`config.mk`:
```
export PLATFORM = sky130hd
export DESIGN_NAME = tdm_slot_timer
export DESIGN_NICKNAME = d
export VERILOG_FILES = /design/src/rtl/tdm_slot_pkg.sv /design/src/rtl/tdm_rate_decode.sv /design/src/rtl/tdm_bit_strobe.sv /design/src/rtl/tdm_pos_counter.sv /design/src/rtl/tdm_slot_timer.sv
export SDC_FILE = /design/constraint.sdc
export NUM_CORES = 1
export LEC_CHECK = 0
export BUFFER_PORTS_ARGS = -buffer_cell sky130_fd_sc_hd__buf_4
export CORE_UTILIZATION = 39
export DETAILED_ROUTE_END_ITERATION = 8
export GPL_TIMING_DRIVEN = 0
export PLACE_DENSITY = 0.71
export SLEW_MARGIN = 20
export SYNTH_ARGS = -nofsm -noshare
export SYNTH_HDL_FRONTEND = slang
export SYNTH_SLANG_ARGS = --single-unit
```
`constraint.sdc`:
```
create_clock -name clk -period 2.5 [get_ports clk]
set_input_delay 0.25 -clock clk [delete_from_list [all_inputs] [get_ports clk]]
set_output_delay 0.25 -clock clk [all_outputs]
set_load 0.05 [all_outputs]
```
`src/rtl/tdm_slot_pkg.sv`:
```
// Shared constants and rate-mode decoding for the TDM slot timing unit.
// Assumes a three-bit rate field {hi, mid, lo} as described in the brief.
package tdm_slot_pkg;

    typedef enum logic [1:0] {
        RATE_X1 = 2'd0,   // 32 slots, one group
        RATE_X2 = 2'd1,   // 64 slots, two groups
        RATE_X4 = 2'd2    // 128 slots, four groups
    } rate_mode_e;

    // Maps the rate field and fixed-rate control to a framing mode.
    function automatic rate_mode_e decode_mode(input logic [2:0] rate, input logic fixed);
        if (fixed)
            return RATE_X1;
        else if (rate[2])
            return RATE_X4;
        else if (rate[1])
            return RATE_X2;
        else
            return RATE_X1;
    endfunction

endpackage

```
`src/rtl/tdm_rate_decode.sv`:
```
// Rate decoder: gives the last slot index, group mask and group number for
// the current framing mode. Pure combinational; assumes GRP_W >= 2.
module tdm_rate_decode #(
    parameter int unsigned BASE_W = 5,
    parameter int unsigned GRP_W  = 2,
    localparam int unsigned SLOT_W = BASE_W + GRP_W
) (
    input  logic [2:0]        cfg_rate,
    input  logic              cfg_fixed,
    output logic [SLOT_W-1:0] last_slot,
    output logic [GRP_W-1:0]  grp_mask,
    output logic [GRP_W-1:0]  grp_sel
);
    import tdm_slot_pkg::*;

    rate_mode_e mode;

    // Derives the frame length and the owned slot group from the mode.
    always_comb begin
        mode = decode_mode(cfg_rate, cfg_fixed);
        unique case (mode)
            RATE_X4: begin
                last_slot = SLOT_W'((1 << (BASE_W + 2)) - 1);
                grp_mask  = GRP_W'(3);
                grp_sel   = GRP_W'(cfg_rate[1:0]);
            end
            RATE_X2: begin
                last_slot = SLOT_W'((1 << (BASE_W + 1)) - 1);
                grp_mask  = GRP_W'(1);
                grp_sel   = GRP_W'(cfg_rate[0]);
            end
            default: begin
                last_slot = SLOT_W'((1 << BASE_W) - 1);
                grp_mask  = '0;
                grp_sel   = '0;
            end
        endcase
    end
endmodule

```
`src/rtl/tdm_bit_strobe.sv`:
```
// Shift strobe generator: one strobe per line bit. In double-clock mode it
// fires on the second of each pair of clock events counted from frame sync.
module tdm_bit_strobe (
    input  logic clk,
    input  logic rst_n,
    input  logic fsync,
    input  logic cfg_dbl,
    output logic shift_en
);
    logic phase_q;

    // Tracks which half of a doubled bit the current clock event is.
    always_ff @(posedge clk) begin
        if (!rst_n || fsync)
            phase_q <= 1'b0;
        else if (cfg_dbl)
            phase_q <= ~phase_q;
        else
            phase_q <= 1'b0;
    end

    // Strobe on every event, or on the second half of a doubled bit.
    assign shift_en = !fsync && (!cfg_dbl || phase_q);
endmodule

```
`src/rtl/tdm_pos_counter.sv`:
```
// Bit and slot position counters. Cleared by frame sync, advanced by the
// shift strobe, slot wrapping at the supplied last-slot index.
module tdm_pos_counter #(
    parameter int unsigned BIT_W  = 3,
    parameter int unsigned SLOT_W = 7
) (
    input  logic              clk,
    input  logic              rst_n,
    input  logic              fsync,
    input  logic              shift_en,
    input  logic [SLOT_W-1:0] last_slot,
    output logic [BIT_W-1:0]  bit_q,
    output logic [SLOT_W-1:0] slot_q
);
    localparam logic [BIT_W-1:0] BIT_LAST = '1;

    // Advances bit position, carrying into the slot position on wrap.
    always_ff @(posedge clk) begin
        if (!rst_n || fsync) begin
            bit_q  <= '0;
            slot_q <= '0;
        end else if (shift_en) begin
            bit_q <= bit_q + 1'b1;
            if (bit_q == BIT_LAST)
                slot_q <= (slot_q >= last_slot) ? '0 : slot_q + 1'b1;
        end
    end
endmodule

```
`src/rtl/tdm_slot_timer.sv`:
```
// Top of the TDM slot timing unit: counts bits and slots, flags the slots
// owned by this device, samples din in them and drives the data-out enable.
// Assumes configuration changes only alongside a frame sync pulse.
module tdm_slot_timer #(
    parameter int unsigned BIT_W  = 3,
    parameter int unsigned BASE_W = 5,
    parameter int unsigned GRP_W  = 2,
    localparam int unsigned SLOT_W = BASE_W + GRP_W
) (
    input  logic              clk,
    input  logic              rst_n,
    input  logic              fsync,
    input  logic [2:0]        cfg_rate,
    input  logic              cfg_fixed,
    input  logic              cfg_dbl,
    input  logic              cfg_hiz,
    input  logic              slot_oe,
    input  logic              din,
    output logic [BIT_W-1:0]  bit_pos,
    output logic [SLOT_W-1:0] slot_pos,
    output logic              slot_valid,
    output logic              smp_vld,
    output logic              smp_bit,
    output logic              dout_en
);
    logic [SLOT_W-1:0] last_slot;
    logic [GRP_W-1:0]  grp_mask;
    logic [GRP_W-1:0]  grp_sel;
    logic              shift_en;

    tdm_rate_decode #(.BASE_W(BASE_W), .GRP_W(GRP_W)) u_dec (
        .cfg_rate  (cfg_rate),
        .cfg_fixed (cfg_fixed),
        .last_slot (last_slot),
        .grp_mask  (grp_mask),
        .grp_sel   (grp_sel)
    );

    tdm_bit_strobe u_strobe (
        .clk      (clk),
        .rst_n    (rst_n),
        .fsync    (fsync),
        .cfg_dbl  (cfg_dbl),
        .shift_en (shift_en)
    );

    tdm_pos_counter #(.BIT_W(BIT_W), .SLOT_W(SLOT_W)) u_cnt (
        .clk       (clk),
        .rst_n     (rst_n),
        .fsync     (fsync),
        .shift_en  (shift_en),
        .last_slot (last_slot),
        .bit_q     (bit_pos),
        .slot_q    (slot_pos)
    );

    // Ownership: low slot bits, masked to the group count, match the group.
    assign slot_valid = ((slot_pos[GRP_W-1:0] & grp_mask) == (grp_sel & grp_mask));

    // Drive enable gated by the slot enable and the high-impedance control.
    assign dout_en = slot_valid && slot_oe && !cfg_hiz;

    // Captures din on each advancing edge of an owned slot.
    always_ff @(posedge clk) begin
        if (!rst_n) begin
            smp_vld <= 1'b0;
            smp_bit <= 1'b0;
        end else begin
            smp_vld <= shift_en && slot_valid;
            if (shift_en && slot_valid)
                smp_bit <= din;
        end
    end
endmodule

```
==> metrics.md <==
| Metric | Value |
|---|---|
| Initial core utilization | 42.9% |
| Mapped Area | 757 µm² |
| Post-Synth Adder-Cell Area | 13.2% |
| Hold Path Class | primary input to flop |
| GRT Resource Usage Total | 15.5% |
| Final nets | 134 |
| Max Slew Vio Count | 0 |
| Pwr Density | 422 nW/µm² |
| Setup Total Neg Slack | 0 ns |
| Crit. Startpoint | cfg_rate[2] |
| Post-synth cell types | 30 |
| Max incr delay on CP | 0.23 ns |
| Fin crit share | 75.4% |
| Most frequent cells in the layout | buf_4 (24), dfxtp_1 (13), nand2_1 (12), nor2_1 (9), ha_1 (8) |
| TritonCTS buffer count | 3 |
| Slew @ Worst Pin | 0.322 ns |
| Post-synthesis simple-gate area fraction | 27.8% |
| Syn Inst Count | 86 |
| Detailed-route vias per instance | 4.81 |
| Detailed Routing Iterations Pass 1 | 4 |
| Clock root cell | clkbuf_4 |
| Xor and xnor fraction of the mapped netlist area | 9.26% |
| Critical path cell sequence | buf_4 -> nor2_1 -> nand2_1 -> ha_1 -> o21ai_1 -> xor2_1 -> o21ai_1 -> nor3b_2 -> buf_4 |
| Chip width | 46.1 µm |
| Critical path arrival | 1.64 ns |
| LEAKAGE | 0.456 nW |
| CP max FO | 3 |
| Critical path class | primary input to output pin |
| Hold Path Origin | din |
| Status | finished clean |
| Die ar. | 2120 µm² |
| CP endpoint kind | output pin |
| # resized after CTS | 0 |
| Register area share after synthesis | 34.4% |
| Layout cells sized above 1 | 32.5% |
| CTS Hold Bufs | 0 |
| Final setup viols | 0 |
| Post-synthesis mux area share | 1.32% |
| Number of flops mapped to enable cells by yosys | 0 |
| Hold Fails Final Rpt | 0 |
| Startpoint Class | primary input |
| Initial antenna violation count | 0 |
| Min Tclk post-route | 1.89 ns |
| Port bufs | 24 |
| RSZ-0062 raised after global routing | false |
| Post-route ant nets | 0 |
| F_max | 530 MHz |
| # clock sinks | 13 |
| Routed wire length | 1.47 mm |
| Post-synth ARST share | 0% |
| Final HPWL DP | 1.18 mm |
| Core Box Area | 1760 µm² |
| Overall die height | 46.1 µm |
| Routed len/inst | 10.6 µm |
| Delay-heaviest family, CP | simple AND/OR/NAND/NOR gates |
| Boundary pin count | 25 |
| First-pass GRT wire length | 2.30 mm |
| Worst R2R Start | u_cnt.bit_q[0] |
| Vias | 669 |
| Rows | 15 |
| Area growth, synth to finish | 32.2% |
| Placer Congestion | 0.756 |
| Clock slew at reported path FFs | 0.08 ns |
| Post-synthesis compound-gate area fraction | 9.92% |
| Synth warn | 0 |
| H-tree depth | 1 |
| Max VDD drop | 0.270 mV |
| Largest family of logic cells by synthesized area | simple AND/OR/NAND/NOR gates |
| # DRC | 0 |
| Final worst slack | 0.614 ns |
| Synthesized Nets | 105 |
| Pre-CTS setup slack | 0.604 ns |
| Largest net degree at the start of global routing | 11 |
| Postcts setup bufs | 0 |
| Mapped Avg Cell Area | 8.80 µm² |
| CTS tree | built |
| CP max-delay cell | ha_1 |
| Required @ worst endpoint | 2.25 ns |
| Worst-skew pair later-pin latency | 0.29 ns |
| Global route overflow | 0 |
| Clock skew | 0.0113 ns |
| Post-synthesis register bit count | 13 |
| Vias in the first global route | 589 |
| Ant. Diodes | 0 |
| Most common cell after layout, fill and taps aside | buf_4 |
| Slew headroom | 78.6% |
| Clk buf depth | 2 |
| Worst Path Buf+Inv | 2 |
| Initial DRC count | 10 |
| Max-Cap Viols | 0 |
| Ys flop type | dfxtp_1 |
-- stage by stage --
stage	cells	power (mW)	hold WS, ns	instance area [µm²]	utilization [%]
2_1_floorplan	86	0.264	0.389	762	-
3_3_place_gp	135	0.290	0.446	973	55.2
3_5_place_dp	135	0.292	0.460	973	55.2
4_1_cts	139	0.428	0.208	1000	56.7
5_1_grt	139	0.444	0.218	1000	56.7
6_report	139	0.423	0.218	1000	56.7
-- area by class of cell --
cell class                 instances  area (µm²)
fill                             183         763
multi-input combinational         67         470
sequential                        13         260
timing repair buffer              24         180
tap                               25        31.3
clock buffer                       3        22.5
buffer                             2        16.3
inverter                           4        15.0
clock inverter                     1        5.00
-- flip-flops by register name, indices dropped and copies added (netlist names) --
signal and count:
smp_bit 1, smp_vld 1, u_cnt.bit_q 3, u_cnt.slot_q 7
u_strobe.phase_q 1
-- power by group --
group,switching (mW),internal [mW],leakage [nW],total (mW)
sequential,0.00206,0.211,0.105,0.213
combinational,0.0436,0.0299,0.333,0.0735
clock,0.0771,0.0595,0.0177,0.137
-- logic make-up after synthesis --
family | Yosys count
AND/OR/NAND/NOR | 38
flip-flops | 13
AO/OA/AOI/OAI | 12
XOR/XNOR | 8
adder cells (fa/ha/maj) | 8
buffers and inverters | 6
multiplexers | 1
-- synth_stat cells, types with 2 or more instances --
master / count / area, µm²
nand2_1: 12 / 45.0
dfxtp_1: 13 / 260
and2_1: 2 / 12.5
xnor2_1: 2 / 17.5
nand3_1: 2 / 10.0
a31oi_1: 2 / 12.5
ha_1: 8 / 100
nand4_1: 3 / 18.8
inv_1: 4 / 15.0
o21ai_1: 2 / 10.0
nand2b_1: 2 / 12.5
nor2_1: 9 / 33.8
a21oi_1: 3 / 15.0
xor2_1: 6 / 52.6
-- layer usage --
metal | track usage [%] | share of wire, % | vias up | routed length (µm)
met3 | 3.53 | 6.2 | 6 | 91
met1 | 18.3 | 44 | 296 | 648
li1 | - | - | 348 | -
met5 | 0 | 0 | - | 0
met2 | 25.4 | 47 | 19 | 695
met4 | 8.82 | 2.4 | 0 | 36
-- tightest hold or removal path: stages --
cell and delay [ns]:
buf_4 0.11, nand2_1 0.04, mux2i_1 0.05
-- worst paths after layout --
path	endpoint	cells past startpoint	slack (ns)
worst max-delay path	dout_en	9	0.61
worst min-delay path	smp_bit	3	0.22
worst max register to register	u_cnt.slot_q[6]	7	0.86
worst min register to register	smp_bit	2	0.47
No activity file was read; power rests on OpenSTA's default activity.
